$ cat config.mk
export PLATFORM = sky130hd
export DESIGN_NAME = spi_queue_seq
export DESIGN_NICKNAME = d
export VERILOG_FILES = /design/src/rtl/spiq_pkg.sv /design/src/rtl/spiq_ctrl.sv /design/src/rtl/spiq_datapath.sv /design/src/rtl/spi_queue_seq.sv
export SDC_FILE = /design/constraint.sdc
export NUM_CORES = 1
export LEC_CHECK = 0
export BUFFER_PORTS_ARGS = -buffer_cell sky130_fd_sc_hd__buf_2
export CORE_MARGIN = 5
export CORE_UTILIZATION = 44
export CTS_CLUSTER_DIAMETER = 200
export DETAILED_ROUTE_END_ITERATION = 8
export PLACE_DENSITY = 0.86
export REMOVE_ABC_BUFFERS = 1
export SETUP_SLACK_MARGIN = 0.3
export SYNTH_ARGS = -nofsm -noshare
export SYNTH_HDL_FRONTEND = slang
export SYNTH_SLANG_ARGS = --single-unit
$ cat constraint.sdc
create_clock -name clk -period 1.83 [get_ports clk]
set_input_delay 0.183 -clock clk [delete_from_list [all_inputs] [get_ports clk]]
set_output_delay 0.183 -clock clk [all_outputs]
set_load 0.02 [all_outputs]
$ cat src/rtl/spiq_pkg.sv
package spiq_pkg;
  typedef enum logic [1:0] {S_IDLE, S_ISSUE, S_WAIT} seqState_t;

  typedef struct packed {
    logic loadStart;
    logic step;
    logic wrapJump;
    logic commit;
    logic finish;
  } seqCtl_t;
endpackage

$ cat src/rtl/spiq_ctrl.sv
module spiq_ctrl
  import spiq_pkg::*;
(
  input  logic    clk,
  input  logic    rstN,
  input  logic    go,
  input  logic    xferDone,
  input  logic    atEnd,
  input  logic    stopReq,
  input  logic    wrapEn,
  output seqCtl_t ctl,
  output logic    busy,
  output logic    xferStart
);
  seqState_t stateQ, stateD;

  always_comb begin
    ctl    = '0;
    stateD = stateQ;
    case (stateQ)
      S_IDLE: begin
        if (go) begin
          ctl.loadStart = 1'b1;
          stateD        = S_ISSUE;
        end
      end
      S_ISSUE: stateD = S_WAIT;
      S_WAIT: begin
        if (xferDone) begin
          ctl.commit = 1'b1;
          if (stopReq) begin
            ctl.finish = 1'b1;
            stateD     = S_IDLE;
          end else if (atEnd) begin
            if (wrapEn) begin
              ctl.wrapJump = 1'b1;
              stateD       = S_ISSUE;
            end else begin
              ctl.finish = 1'b1;
              stateD     = S_IDLE;
            end
          end else begin
            ctl.step = 1'b1;
            stateD   = S_ISSUE;
          end
        end
      end
      default: stateD = S_IDLE;
    endcase
  end

  always_ff @(posedge clk) begin
    if (!rstN) stateQ <= S_IDLE;
    else       stateQ <= stateD;
  end

  assign busy      = (stateQ != S_IDLE);
  assign xferStart = (stateQ == S_ISSUE);

  // the strobe never lasts two cycles
  a_r3_one_shot: assert property (@(posedge clk) disable iff (!rstN)
    xferStart |=> !xferStart);
  // no new slot while waiting for the handshake
  a_r3_wait_hold: assert property (@(posedge clk) disable iff (!rstN)
    (stateQ == S_WAIT && !xferDone) |=> (stateQ == S_WAIT));
endmodule

$ cat src/rtl/spiq_datapath.sv
module spiq_datapath
  import spiq_pkg::*;
#(
  parameter int QDEPTH = 16,
  parameter int NCS    = 4,
  localparam int PW    = $clog2(QDEPTH)
) (
  input  logic          clk,
  input  logic          rstN,
  input  seqCtl_t       ctl,
  input  logic          busy,
  input  logic [PW-1:0] startPtr,
  input  logic [PW-1:0] endPtr,
  input  logic          wrapToStart,
  input  logic          halt,
  input  logic          csIdle,
  input  logic [NCS-1:0] cmdCs,
  output logic [PW-1:0] curPtr,
  output logic [PW-1:0] cptPtr,
  output logic          atEnd,
  output logic          stopReq,
  output logic [NCS-1:0] csOut,
  output logic          donePulse,
  output logic          doneFlag
);
  localparam logic [PW-1:0] LAST = PW'(QDEPTH - 1);

  logic          haltPend;
  logic          csIdleQ;
  logic [PW-1:0] nextSeq;

  assign nextSeq = (curPtr == LAST) ? '0 : curPtr + 1'b1;
  assign atEnd   = (curPtr == endPtr);
  assign stopReq = haltPend | halt;

  always_ff @(posedge clk) begin
    if (!rstN) begin
      curPtr    <= '0;
      cptPtr    <= '0;
      haltPend  <= 1'b0;
      csIdleQ   <= 1'b0;
      donePulse <= 1'b0;
      doneFlag  <= 1'b0;
    end else begin
      csIdleQ   <= csIdle;
      donePulse <= ctl.finish;
      if (ctl.loadStart)     curPtr <= startPtr;
      else if (ctl.wrapJump) curPtr <= wrapToStart ? startPtr : '0;
      else if (ctl.step)     curPtr <= nextSeq;
      if (ctl.commit) cptPtr <= curPtr;
      if (ctl.finish)          haltPend <= 1'b0;
      else if (halt && busy)   haltPend <= 1'b1;
      if (ctl.loadStart)   doneFlag <= 1'b0;
      else if (ctl.finish) doneFlag <= 1'b1;
    end
  end

  assign csOut = busy ? cmdCs : {NCS{csIdleQ}};

  // completed index only moves on a completion
  a_r4_cpt_hold: assert property (@(posedge clk) disable iff (!rstN)
    !ctl.commit |=> $stable(cptPtr));
  // finish flag is sticky until a new run
  a_r5_flag_sticky: assert property (@(posedge clk) disable iff (!rstN)
    (doneFlag && !ctl.loadStart) |=> doneFlag);
endmodule

$ cat src/rtl/spi_queue_seq.sv
module spi_queue_seq
  import spiq_pkg::*;
#(
  parameter int QDEPTH = 16,
  parameter int NCS    = 4,
  localparam int PW    = $clog2(QDEPTH)
) (
  input  logic           clk,
  input  logic           rstN,
  input  logic           go,
  input  logic [PW-1:0]  startPtr,
  input  logic [PW-1:0]  endPtr,
  input  logic           wrapEn,
  input  logic           wrapToStart,
  input  logic           halt,
  input  logic           csIdle,
  output logic [PW-1:0]  cmdIdx,
  input  logic [NCS-1:0] cmdCs,
  output logic           xferStart,
  input  logic           xferDone,
  output logic [NCS-1:0] csOut,
  output logic           busy,
  output logic [PW-1:0]  cptPtr,
  output logic           donePulse,
  output logic           doneFlag
);
  seqCtl_t ctl;
  logic    atEnd;
  logic    stopReq;

  spiq_ctrl ctrl_i (
    .clk(clk), .rstN(rstN), .go(go), .xferDone(xferDone),
    .atEnd(atEnd), .stopReq(stopReq), .wrapEn(wrapEn),
    .ctl(ctl), .busy(busy), .xferStart(xferStart)
  );

  spiq_datapath #(.QDEPTH(QDEPTH), .NCS(NCS)) dp_i (
    .clk(clk), .rstN(rstN), .ctl(ctl), .busy(busy),
    .startPtr(startPtr), .endPtr(endPtr), .wrapToStart(wrapToStart),
    .halt(halt), .csIdle(csIdle), .cmdCs(cmdCs),
    .curPtr(cmdIdx), .cptPtr(cptPtr), .atEnd(atEnd), .stopReq(stopReq),
    .csOut(csOut), .donePulse(donePulse), .doneFlag(doneFlag)
  );

  // accepted trigger issues the first slot next cycle
  a_r2_launch: assert property (@(posedge clk) disable iff (!rstN)
    (go && !busy) |=> (xferStart && busy && cmdIdx == $past(startPtr)));
  // selects follow the slot pattern while running
  a_r10_cs_busy: assert property (@(posedge clk) disable iff (!rstN)
    busy |-> (csOut == cmdCs));
  // finish pulse only when stopped with the flag set
  a_r5_pulse_idle: assert property (@(posedge clk) disable iff (!rstN)
    donePulse |-> (!busy && doneFlag));
endmodule

==> impl_metrics.ini, run 1 <==
[global_route]
grt_max_degree = 15
antenna_found_initial = 0
grt.overflow.total = 0
grt_pass1_wl_um = 3220
first_global_vias = 720
grt_use_total = 0.159

[placed_design]
placed_area_um2 = 955
gp_congestion = 0.875
dp_slack_ns = 0.238
numPortBuffers = 35
dpl.hpwl_um = 1440
dp.cells = 135

[timing]
clock_skew_ns = 0.0110
worst_slack_ns = 0.330
rsz0062_at_grt = yes
tightest_slew_ns = 0.288
finalCritPeriodShare = 0.820
setup_viol_count_final = 0
finalHoldViolations = 0
slew_viol_final = 0
max-slew-margin-rel = 0.807
max_freq_ghz = 0.667
fin_crit_ns = 1.50
tns_ns = 0

[synth]
synth_seq_cells = 14
synth_edf_count = 0
ys_top_cells_by_area = dfxtp_1, nand2_1, xor2_1
netlist.area_leader.share = 0.367
yosys.area.top_type = dfxtp_1
synth-async-reset-ratio = 0
synth_area_um2 = 763
synth_cells = 84
ys_types = 32
avgSynthCellArea_um2 = 9.09
yosysWarnings = 0
synth_top_flop_cell = dfxtp_1
ys_seq_area_frac = 0.367

[critical_path]
cp_slowest_cell = dfxtp_2
crit_path_end_kind = flop
cp_data_required_time_ns = 1.99
arrival_ns = 1.66
setup.worst_path.start_class = flop
r2r_setup_slack_ns = 0.33
critPathTopFamily = flip-flops
timing.critical_path.buf_inv = 1
crit_chain = xor2_1 -> nor4_4 -> buf_4 -> nand2_2 -> a32oi_1 -> a21oi_1
cp_max_fo = 6
crit_path_max_incr_delay_ns = 0.36
criticalPathCategory = flop to flop

[final_layout]
final_nets = 148
multi_input_area_um2 = 537
fin_cells = 143
drive_gt1_frac = 0.500
areaGrowthSynthToFinish_pct = 43.6
regArea_um2 = 293
design_area_mm2 = 0.00110
utilization = 0.649
antenna_cells = 0
fillers = 144

[floorplan]
fp.dieW_um = 51.7
pin_count = 36
num_rows = 15
die_h_um = 51.7
die-area_mm2 = 0.00267
start_util = 0.452
core_area_mm2 = 0.00169

[run]
maxCapViolCount = 0

[clocking]
numCtsBuffers = 3
cts_sinks = 14
clk_path_buf_depth = 2
h-tree-depth = 1
clock-root-buffer = clkbuf_4
clkLatencyLatePin_ns = 0.27
cts_hold_buf = 0
clk_pin_slew_ns = 0.09
cts_tree = yes

[min_path]
hold_path_class = input pin to flop

[detailed_routing]
viasPerCell = 5.59
drtIter0Drc = 25
final_antenna_net_count = 0
drc = 0
drt_wl_total_um = 2140
drt-pass1-iter-count = 4
via_count = 799
wl_per_cell_um = 15.0

[run_status]
status = complete, no violations

[power]
ir_worst_vdd_v = 0.000702
leakage_nw = 0.569
powerDensity_mw_per_mm2 = 789
-- repair_timing --
action | CTS | global route
cloned | 0 | 0
gates resized for setup | 9 | 10
pin swaps | 6 | 2
buffers inserted | 2 | 2
endpoints found under the setup margin | 9 | 10
-- worst paths after layout --
kind,start,to,cells after the start
min reg2reg,dp_i.doneFlag,dp_i.doneFlag,1
max reg2reg,dp_i.curPtr[1],dp_i.curPtr[1],6
max,dp_i.curPtr[1],dp_i.curPtr[1],6
min,csIdle,dp_i.csIdleQ,2
-- sequential cells by signal, summed over array words and instances (netlist names) --
| register | count |
|---|---|
| dp_i.curPtr | 4 |
| dp_i.csIdleQ | 1 |
| dp_i.cptPtr | 4 |
| dp_i.haltPend | 1 |
| dp_i.doneFlag | 1 |
| dp_i.donePulse | 1 |
| ctrl_i.stateQ | 2 |
-- report_power, final --
group	leakage (nW)	switching (mW)	total [mW]	internal [mW]
registers	0.117	0.0323	0.363	0.331
clock network	0.0210	0.0971	0.218	0.121
logic	0.431	0.162	0.284	0.122
-- final cells by class --
class	instances	area share
Clock buffer	4	0.0331
Inverter	1	0.00342
Multi-Input combinational cell	68	0.490
Sequential cell	14	0.267
Tap cell	17	0.0194
Timing Repair Buffer	39	0.187
-- cells by family after synthesis --
group / count (synthesis) / synth area share
compound gates: 18 / 0.161
xor+xnor: 6 / 0.0689
fa+ha+maj: 1 / 0.0164
buf+inv: 2 / 0.0115
flops: 14 / 0.367
mux: 5 / 0.0721
simple gates: 38 / 0.303
-- placed cells by master, fill, tap and decap left out, drive strengths merged --
cell type / n
a21oi: 5
a22o: 1
a31oi: 2
a32oi: 3
and2: 2
and2b: 1
buf: 39
clkbuf: 4
dfxtp: 14
ha: 1
inv: 1
mux2: 1
mux2i: 4
nand2: 16
nand2b: 1
nand3: 2
nand3b: 4
nand4b: 1
nor2: 3
nor2b: 4
nor3b: 1
nor4: 2
nor4b: 1
o211a: 1
o211ai: 1
o21a: 1
o21ai: 4
xnor2: 1
xor2: 5
-- synthesized netlist by cell type (2+ instances only) --
master / count
and2_1: 2
mux2i_1: 4
nand3_1: 2
a21oi_1: 5
a32oi_1: 3
nand3b_1: 2
o21ai_1: 2
dfxtp_1: 14
nor2_1: 3
nand2_1: 16
nor2b_1: 4
o21ai_0: 2
a31oi_1: 2
xor2_1: 5
-- through the flow --
step / hold WS [ns] / power, mW
floorplan: 0.297 / 0.519
global placement: 0.396 / 0.596
detailed placement: 0.406 / 0.600
CTS: 0.124 / 0.839
global route: 0.118 / 0.918
finish: 0.130 / 0.864
-- metal layers --
layer	wire length, um	global-route usage	vias to the layer above
met3	172	0.0315	4
met5	0	0	-
met2	1080	0.258	37
met1	863	0.199	372
li1	-	-	386
met4	32	0.0786	0
(Power assumes the default switching activity.)
==> run 2: changes to the inputs <==
==> constraint.sdc (replaced) <==
create_clock -name clk -period 1.5 [get_ports clk]
set_input_delay 0.15 -clock clk [delete_from_list [all_inputs] [get_ports clk]]
set_output_delay 0.15 -clock clk [all_outputs]
set_load 0.02 [all_outputs]
==> run 2 against run 1 <==
  * Global-route usage is 2.5 points higher
  * Routed wire length up 4.2%
  * First-iteration DRC count down 40%
  * Flip-flop and latch count stayed put
  * Die area unchanged
  * Core utilization increased by 4.1 points
  * Via count is 1.0% higher
  * Clock skew fell by 0.0041 ns
  * Setup slack worse by 0.28 ns
  * Cell count grew 4.2%
  * Final area rose by 6.4%
  * Critical endpoint is now dp_i.curPtr[2]
  * Largest power group unchanged
==> impl_metrics.ini, run 2 (synthesis results as in run 1) <==
[placed_design]
dpl.hpwl_um = 1590
dp_slack_ns = 0.0115
numPortBuffers = 35
gp_congestion = 0.891
dp.cells = 140

[clocking]
clock-root-buffer = clkbuf_4
cts_sinks = 14
cts_tree = yes
clk_pin_slew_ns = 0.08
clk_path_buf_depth = 2
cts_hold_buf = 0
clkLatencyLatePin_ns = 0.28
numCtsBuffers = 3
h-tree-depth = 1

[detailed_routing]
drc = 0
wl_per_cell_um = 15.0
via_count = 807
final_antenna_net_count = 0
drtIter0Drc = 15
drt_wl_total_um = 2230
viasPerCell = 5.42
drt-pass1-iter-count = 4

[floorplan]
die-area_mm2 = 0.00267
start_util = 0.452
pin_count = 36
die_h_um = 51.7
core_area_mm2 = 0.00169
num_rows = 15
fp.dieW_um = 51.7

[global_route]
first_global_vias = 795
grt.overflow.total = 0
grt_use_total = 0.184
grt_pass1_wl_um = 3550
antenna_found_initial = 0
grt_max_degree = 15

[timing]
finalHoldViolations = 0
rsz0062_at_grt = yes
clock_skew_ns = 0.00691
max-slew-margin-rel = 0.775
worst_slack_ns = 0.0533
finalCritPeriodShare = 0.964
setup_viol_count_final = 0
tightest_slew_ns = 0.337
slew_viol_final = 0
max_freq_ghz = 0.691
fin_crit_ns = 1.45

[critical_path]
reg2reg_from = dp_i.curPtr[0]
r2r_setup_slack_ns = 0.05
criticalPathCategory = flop to flop
setup.worst_path.start_class = flop
crit_path_start = dp_i.curPtr[0]
reg2reg_depth = 6
cp_max_fo = 4
cp_data_required_time_ns = 1.66
r2r_end = dp_i.curPtr[2]
arrival_ns = 1.61
crit_path_end_kind = flop

[power]
ir_worst_vdd_v = 0.000666
leakage_nw = 0.613
powerDensity_mw_per_mm2 = 887
power_mw = 1.03

[final_layout]
drive_gt1_frac = 0.523
final_nets = 155
regArea_um2 = 292
areaGrowthSynthToFinish_pct = 52.8
multi_input_area_um2 = 534
antenna_cells = 0
layout_commonest_cell = buf_2
largest_registers = dp_i.cptPtr: 4 flops, dp_i.curPtr: 4 flops, ctrl_i.stateQ: 2 flops
fillers = 130
final_cell_mix = buf_2, nand2_1, buf_4
fin_cells = 149
utilization = 0.690

[run_status]
status = complete, no violations

[min_path]
hold_end = dp_i.csIdleQ
holdPathStages = 2
min_from = csIdle
hold_path_class = input pin to flop

[run]
maxCapViolCount = 0
-- run 2: cell count changes in the layout (fill, tap and decap cells not counted), moves of 2 or more --
| cell | before | now |
|---|---|---|
| o21ai_1 | 2 | 4 |
| buf_2 | 35 | 30 |
| buf_4 | 4 | 10 |
| buf_6 | 0 | 6 |
| o21ai_0 | 2 | 0 |
-- run 2: power by group --
group / switching [mW] / internal [mW] / total, mW
clock: 0.110 / 0.0931 / 0.203
sequential: 0.0273 / 0.400 / 0.428
combinational: 0.216 / 0.187 / 0.403
-- run 2: critical path, stage by stage, from the launching register on --
cell and delay (ns):
dfxtp_2 0.33, xor2_1 0.17, nor4_4 0.30, buf_4 0.18, nand2_4 0.06, a32oi_1 0.20, a21oi_1 0.09
-- run 2: worst max-delay path by stage --
stage,to,cells after the start
2_1_floorplan,dp_i.curPtr[1],5
3_3_place_gp,dp_i.curPtr[1],5
3_5_place_dp,dp_i.curPtr[2],5
4_1_cts,dp_i.curPtr[1],6
5_1_grt,dp_i.curPtr[2],6
6_report,dp_i.curPtr[2],6
-- run 2: what timing repair did --
item	in CTS	in global routing
setup buffers	5	1
gates resized for setup	28	5
endpoints found under the hold margin	0	0
pin swaps	13	5
endpoints found under the setup margin	14	13
-- run 2: area by class of cell --
type / count / area share
Timing Repair Buffer: 46 / 0.251
Tap cell: 17 / 0.0182
Multi-Input combinational cell: 68 / 0.458
Inverter: 1 / 0.00322
Clock buffer: 3 / 0.0193
Sequential cell: 14 / 0.250
-- run 2: metrics by stage --
stage	cell area [um2]	hold WS, ns	TNS (ns)
after floorplan	758	0.264	-0.0767
after global placement	992	0.363	0
after detailed placement	992	0.371	0
after CTS	1140	0.0825	0
after global routing	1170	0.0777	-0.195
final	1170	0.0864	0
-- run 2: routing by layer --
metal	track usage	up-vias	wire (um)
met5	0	-	0
met4	0.127	0	79
met3	0.0401	6	130
met2	0.326	33	1150
met1	0.191	370	877
li1	-	398	-
